===== src/rtl/dac_regbank_pkg.sv =====
package dac_regbank_pkg;

    // state encoding is {clear_n, tick_paced}
    typedef enum logic [1:0] {
        ST_HOLD_CORE = 2'b00,
        ST_HOLD_TICK = 2'b01,
        ST_RUN_CORE  = 2'b10,
        ST_RUN_TICK  = 2'b11
    } ch_state_e;

    localparam int CTRL_SRC_BIT  = 5;
    localparam int CTRL_CLRN_BIT = 4;
    localparam int REG_W         = 32;

endpackage


===== src/rtl/dac_bus_decode.sv =====
module dac_bus_decode #(
    parameter int                NCH    = 4,
    parameter int                ADDR_W = 12,
    parameter logic [ADDR_W-1:0] BASE   = 'h600
) (
    input  logic [ADDR_W-1:0] addr,
    input  logic              wr_en,
    input  logic              rd_en,
    output logic [NCH-1:0]    ctrl_wr,
    output logic [NCH-1:0]    data_wr,
    output logic [NCH-1:0]    ctrl_rd,
    output logic [NCH-1:0]    data_rd
);
    localparam int SPAN = NCH * 8;

    logic [ADDR_W-1:0] off;
    logic              in_win;

    assign off    = addr - BASE;
    assign in_win = (addr >= BASE) && (off < ADDR_W'(SPAN)) && (addr[1:0] == 2'b00);

    for (genvar n = 0; n < NCH; n++) begin : g_sel
        logic sel;
        assign sel        = in_win && (off[ADDR_W-1:3] == (ADDR_W-3)'(n));
        assign ctrl_wr[n] = sel && wr_en && !off[2];
        assign data_wr[n] = sel && wr_en &&  off[2];
        assign ctrl_rd[n] = sel && rd_en && !off[2];
        assign data_rd[n] = sel && rd_en &&  off[2];
    end
endmodule


===== src/rtl/dac_channel.sv =====
module dac_channel
    import dac_regbank_pkg::*;
#(
    parameter int CODE_W   = 12,
    parameter int CODE_LSB = 16
) (
    input  logic              clk,
    input  logic              rst_n,
    input  logic              ctrl_wr,
    input  logic              data_wr,
    input  logic [REG_W-1:0]  wdata,
    input  logic              tick,
    output logic [REG_W-1:0]  ctrl_val,
    output logic [REG_W-1:0]  data_val,
    output logic [CODE_W-1:0] code_out,
    output logic [1:0]        range_out,
    output logic              hiz_out,
    output logic [1:0]        state_o,
    output logic [CODE_W-1:0] data_o
);
    ch_state_e         state, state_nx;
    logic [1:0]        range_q;
    logic [CODE_W-1:0] data_q, data_nx, out_q;
    logic              hold, tick_paced, load;

    // state register
    always_ff @(posedge clk) begin
        if (!rst_n) state <= ST_HOLD_CORE;
        else        state <= state_nx;
    end

    // transitions: every control write picks the target state
    always_comb begin
        state_nx = state;
        if (ctrl_wr) begin
            unique case ({wdata[CTRL_CLRN_BIT], wdata[CTRL_SRC_BIT]})
                2'b00: state_nx = ST_HOLD_CORE;
                2'b01: state_nx = ST_HOLD_TICK;
                2'b10: state_nx = ST_RUN_CORE;
                2'b11: state_nx = ST_RUN_TICK;
            endcase
        end
    end

    // outputs of the state
    always_comb begin
        unique case (state)
            ST_HOLD_CORE: begin hold = 1'b1; tick_paced = 1'b0; end
            ST_HOLD_TICK: begin hold = 1'b1; tick_paced = 1'b1; end
            ST_RUN_CORE:  begin hold = 1'b0; tick_paced = 1'b0; end
            ST_RUN_TICK:  begin hold = 1'b0; tick_paced = 1'b1; end
        endcase
    end

    always_comb begin
        if (hold)         data_nx = '0;
        else if (data_wr) data_nx = wdata[CODE_LSB +: CODE_W];
        else              data_nx = data_q;
        load = !tick_paced || tick;
    end

    always_ff @(posedge clk) begin
        if (!rst_n) begin
            range_q <= 2'b00;
            data_q  <= '0;
            out_q   <= '0;
        end else begin
            if (ctrl_wr) range_q <= wdata[1:0];
            data_q <= data_nx;
            if (load) out_q <= data_nx;
        end
    end

    always_comb begin
        ctrl_val                = '0;
        ctrl_val[CTRL_SRC_BIT]  = tick_paced;
        ctrl_val[CTRL_CLRN_BIT] = !hold;
        ctrl_val[1:0]           = range_q;
        data_val                = '0;
        data_val[CODE_LSB +: CODE_W] = data_q;
    end

    assign code_out  = out_q;
    assign range_out = range_q;
    assign hiz_out   = (range_q == 2'b00);
    assign state_o   = state;
    assign data_o    = data_q;
endmodule


===== src/rtl/dac_regbank.sv =====
module dac_regbank
    import dac_regbank_pkg::*;
#(
    parameter int NCH      = 4,
    parameter int CODE_W   = 12,
    parameter int CODE_LSB = 16,
    parameter int ADDR_W   = 12
) (
    input  logic                  clk,
    input  logic                  rst_n,
    input  logic                  wr_en,
    input  logic                  rd_en,
    input  logic [ADDR_W-1:0]     addr,
    input  logic [31:0]           wdata,
    output logic [31:0]           rdata,
    input  logic                  tick,
    output logic [NCH*CODE_W-1:0] dac_code,
    output logic [NCH*2-1:0]      dac_range,
    output logic [NCH-1:0]        dac_hiz
);
    logic [NCH-1:0]        ctrl_wr, data_wr, ctrl_rd, data_rd;
    logic [REG_W-1:0]      ctrl_val [NCH];
    logic [REG_W-1:0]      data_val [NCH];
    logic [2*NCH-1:0]      ch_state_flat;
    logic [NCH*CODE_W-1:0] ch_data_flat;

    dac_bus_decode #(.NCH(NCH), .ADDR_W(ADDR_W), .BASE(ADDR_W'('h600))) u_dec (
        .addr(addr), .wr_en(wr_en), .rd_en(rd_en),
        .ctrl_wr(ctrl_wr), .data_wr(data_wr), .ctrl_rd(ctrl_rd), .data_rd(data_rd)
    );

    for (genvar n = 0; n < NCH; n++) begin : g_ch
        dac_channel #(.CODE_W(CODE_W), .CODE_LSB(CODE_LSB)) u_ch (
            .clk(clk), .rst_n(rst_n),
            .ctrl_wr(ctrl_wr[n]), .data_wr(data_wr[n]), .wdata(wdata), .tick(tick),
            .ctrl_val(ctrl_val[n]), .data_val(data_val[n]),
            .code_out(dac_code[n*CODE_W +: CODE_W]),
            .range_out(dac_range[2*n +: 2]),
            .hiz_out(dac_hiz[n]),
            .state_o(ch_state_flat[2*n +: 2]),
            .data_o(ch_data_flat[n*CODE_W +: CODE_W])
        );
    end

    always_comb begin
        rdata = '0;
        for (int n = 0; n < NCH; n++) begin
            if (ctrl_rd[n]) rdata = rdata | ctrl_val[n];
            if (data_rd[n]) rdata = rdata | data_val[n];
        end
    end
endmodule


===== config.mk =====
export PLATFORM = sky130hd
export DESIGN_NAME = dac_regbank
export DESIGN_NICKNAME = d
export VERILOG_FILES = /design/src/rtl/dac_regbank_pkg.sv /design/src/rtl/dac_bus_decode.sv /design/src/rtl/dac_channel.sv /design/src/rtl/dac_regbank.sv
export SDC_FILE = /design/constraint.sdc
export NUM_CORES = 1
export LEC_CHECK = 0
export CAP_MARGIN = 30
export CORE_ASPECT_RATIO = 0.5
export CORE_MARGIN = 5
export CORE_UTILIZATION = 45
export CTS_CLUSTER_DIAMETER = 30
export DETAILED_ROUTE_END_ITERATION = 12
export GPL_TIMING_DRIVEN = 1
export PLACE_DENSITY = 0.84
export SYNTH_ARGS = -nofsm -noshare
export SYNTH_HDL_FRONTEND = slang
export SYNTH_SLANG_ARGS = --single-unit
export TNS_END_PERCENT = 1

===== constraint.sdc =====
create_clock -name clk -period 3.89 [get_ports clk]
set_input_delay 0.778 -clock clk [delete_from_list [all_inputs] [get_ports clk]]
set_output_delay 0.778 -clock clk [all_outputs]
set_load 0.02 [all_outputs]

==> results.sh, run 1 <==
export IMPL_synth_top_area_share_pct=35.90
export IMPL_worst_pin_slew_ps=857.3
export IMPL_area_growth_pct=24.34
export IMPL_grt_pass1_vias=5672
export IMPL_worst_slack_ps=34.52
export IMPL_antenna_found_initial=1
export IMPL_p_leak_uw=0.002451
export IMPL_core_um2=13590
export IMPL_path_cells="clkdlybuf4s50_1, or4_4, a211o_4, or4_4, buf_6, a21oi_1, buf_4"
export IMPL_rsz0062_at_grt="false"
export IMPL_multi_input_area_um2=3573
export IMPL_grt_usage_pct=23.99
export IMPL_syn_inst=726
export IMPL_reg2reg_slack_ps=1970
export IMPL_routedWlPerCell_um=20.43
export IMPL_reg2reg_depth=6
export IMPL_crit_path_start_kind="input port"
export IMPL_pwr_share_seq_pct=51.9
export IMPL_vias_per_cell=6.201
export IMPL_place_ws_ps=-472.7
export IMPL_combPwrFrac_pct=6.5
export IMPL_crit_family="simple AND/OR/NAND/NOR gates"
export IMPL_clk_transition_reported_paths_ps=80
export IMPL_synth_main_ff_cell="dfxtp_1"
export IMPL_cp_required_ps=3110
export IMPL_cts_root_buf="clkbuf_16"
export IMPL_max_cap_violations=0
export IMPL_drive_above_1_share_pct=11.60
export IMPL_netlist_cell_type_count=36
export IMPL_finalSetupViolCount=0
export IMPL_fill_cells=1164
export IMPL_fmax_mhz=259.4
export IMPL_outcome="completed"
export IMPL_hold_violations=0
export IMPL_path_buf_inv=3
export IMPL_whs_endpoint="g_ch[2].u_ch.code_out[8]$_SDFFE_PN0P_"
export IMPL_yosys_warnings=0
export IMPL_cp_slowest_cell="or4_4"
export IMPL_slew_headroom_pct=42.41
export IMPL_synth_area_leaders="dfxtp_1 (36%), mux2i_1 (10%), a22oi_1 (9.6%)"
export IMPL_drtAntennaViolNets=0
export IMPL_yosysTopAreaCell="dfxtp_1"
export IMPL_dp_hpwl_mm=13.88
export IMPL_cts_buffers=9
export IMPL_grt_max_degree=49
export IMPL_port_buffers=108
export IMPL_arrival_ps=3080
export IMPL_vias=6170
export IMPL_fin_area_um2=7766
export IMPL_die_w_um=176.6
export IMPL_place_inst=974
export IMPL_post_route_period_util_pct=99.11
export IMPL_pwr_share_clk_pct=41.6
export IMPL_slew_violations=0
export IMPL_synth_edf_count=0
export IMPL_p_int_uw=1665
export IMPL_finClkSkew_ps=11.09
export IMPL_register_area_um2=2242
export IMPL_ir_drop_mv=0.1869
export IMPL_synth_area_um2=6246
export IMPL_crit_fanout=6
export IMPL_gr_total_overflow=0
export IMPL_seq_area_frac_synth_pct=35.90
export IMPL_clkSinkCount=112
export IMPL_final_cell_count_no_fill=995
export IMPL_clock_latency_ps=360
export IMPL_fin_nets=848
export IMPL_routed_wl_mm=20.33
export IMPL_hold_path_class="reg -> reg"
export IMPL_finalCriticalPeriod_ps=3855
export IMPL_power_switching_uw=542.0
export IMPL_async_flop_share_pct=0
export IMPL_critPathCaptureType="output port"
export IMPL_avgSynthCellArea_um2=8.603
export IMPL_crit_start="addr[8]"
export IMPL_dpl_cell_area_um2=7447
export IMPL_cts_tree="done"
export IMPL_dr_pass1_iters=8
export IMPL_critical_path_most_common_cell="or4_4"
export IMPL_timing_rr_start="g_ch[3].u_ch.state_o[0]$_SDFFE_PN0P_"
export IMPL_min_from="g_ch[2].u_ch.code_out[8]$_SDFFE_PN0P_"
export IMPL_h_tree_depth=3
export IMPL_drtIter0Drc=627
export IMPL_fin_util_pct=57.15
export IMPL_power_total_uw=2207
export IMPL_die_area_um2=16480
export IMPL_crit_type="in -> out"
export IMPL_gp_congestion=0.8653
export IMPL_clockBufferDepth=2
export IMPL_die_height_um=93.31
export IMPL_path_depth=7
export IMPL_drc=0
export IMPL_power_density_nw_per_um2=284.2
export IMPL_r2r_end="g_ch[3].u_ch.code_out[1]$_SDFFE_PN0P_"
export IMPL_grt_pass1_wl_mm=31.44
export IMPL_max_stage_delay_ps=590
export IMPL_rows=30
export IMPL_min_path_cells=2
export IMPL_io_pins=141
export IMPL_ys_ff_latch=112
export IMPL_switching_share_pct=24.55
export IMPL_start_util_pct=45.97
[flip-flops by register name, summed over array words and instances (netlist names)]
name                 flops
g_ch.u_ch.data_o        48
g_ch.u_ch.state_o        8
g_ch.u_ch.code_out      48
g_ch.u_ch.range_out      8
[metal layers]
metal,GRT usage [%],vias to the layer above,part of all wire [%]
li1,-,2794,-
met1,33.48,2961,42
met2,35.13,360,43
met3,6.422,55,12
met4,9.717,0,3.4
met5,0,-,0
[cell usage after synthesis, types with 2 or more instances]
library cell and count:
nor2_1 5, and2_1 4, buf_2 6, a21oi_2 10, nor3_1 4, inv_1 2, a22oi_1 80, buf_4 26
ha_1 2, nand2_1 69, nand3b_1 2, buf_6 4, dfxtp_1 112, o21ai_0 44, nor3b_1 49, mux2i_1 64
clkbuf_1 62, a21oi_1 54, buf_1 2, nor4b_1 48, and3b_1 2, nand3_1 49, or4_4 3, o21ai_1 4
nor4_4 4, nor2b_1 5
[what timing repair did]
action,CTS,global route
endpoints found under the setup margin,16,16
gates resized for setup,67,8
hold buffers,0,0
setup buffers,4,0
gates cloned,0,0
pin swaps,2,1
[tightest hold or removal path, stage by stage, from the launching register on]
cell,delay (ps)
dfxtp_1,330
a22oi_1,80
nand2_1,60
[layout by cell type (no fill, tap or decap), drive strengths merged]
cell type and count:
or3b 1, a21oi 64, nor3 4, or4 4, conb 16, nor4b 48, and2 4, and3 1
o21ai 48, dfxtp 112, clkdlybuf4s50 89, a211o 1, a22oi 80, o211ai 1, clkbuf 11, nand3b 2
mux2i 64, dlymetal6s2s 3, nor2b 5, or3 1, clkdlybuf4s15 3, nor3b 49, inv 5, buf 50
ha 2, nand2 69, nand3 49, xnor2 1, and3b 2, nor2 5, nor4 5, or4b 1
clkinv 2, diode 1
[cell families (layout without fill, tap and decap cells)]
kind of cell	after synthesis	in the layout	synth area share [%]
flops	112	112	35.90
other cells	1	17	0.06004
fa+ha+maj	2	2	0.4006
simple gates	250	250	25.36
compound gates	194	194	19.59
xor+xnor	1	1	0.1402
mux	64	64	10.26
buf+inv	102	163	8.293
[power groups by stage]
stage               sequential [uW]  clock [uW]  combinational, uW
global route                   1150         963                148
CTS                            1150         920                136
detailed placement             1170           0                135
floorplan                      1170           0               67.8
global placement               1170           0                133
finish                         1150         919                144
[how the worst max path moves through the flow]
stage	end	slack (ps)
after floorplan	rdata[0]	510
after global placement	rdata[0]	-410
after detailed placement	rdata[4]	-470
after CTS	rdata[27]	-30
after global routing	rdata[16]	20
final	rdata[27]	30
[stage by stage]
| stage | TNS [ps] | hold slack, ps |
|---|---|---|
| global route | 0 | 521.2 |
| floorplan | 0 | 451.3 |
| finish | 0 | 494.2 |
| global placement | -5708 | 466.9 |
| detailed placement | -6126 | 477.2 |
| CTS | -42.11 | 498.1 |
[area by class of cell]
type,instances,share of cell area [%]
diodes,1,0.03222
clock buffers,11,3.126
clock inverters,5,0.5961
inverters,2,0.09667
multi-input cells,527,46.01
flip-flops and latches,112,28.87
well taps,192,3.093
repair buffers,145,18.17
(Power assumes the default switching activity.)
==> inputs of run 2 (changes only) <==
--- a/config.mk
+++ b/config.mk
@@ -12,6 +12,7 @@
 export CTS_CLUSTER_DIAMETER = 30
 export DETAILED_ROUTE_END_ITERATION = 12
 export GPL_TIMING_DRIVEN = 1
+export HOLD_SLACK_MARGIN = 0.02
 export PLACE_DENSITY = 0.84
 export SYNTH_ARGS = -nofsm -noshare
 export SYNTH_HDL_FRONTEND = slang
==> results of run 2 <==
Final layout, timing and power as in run 1 (identical DEF).
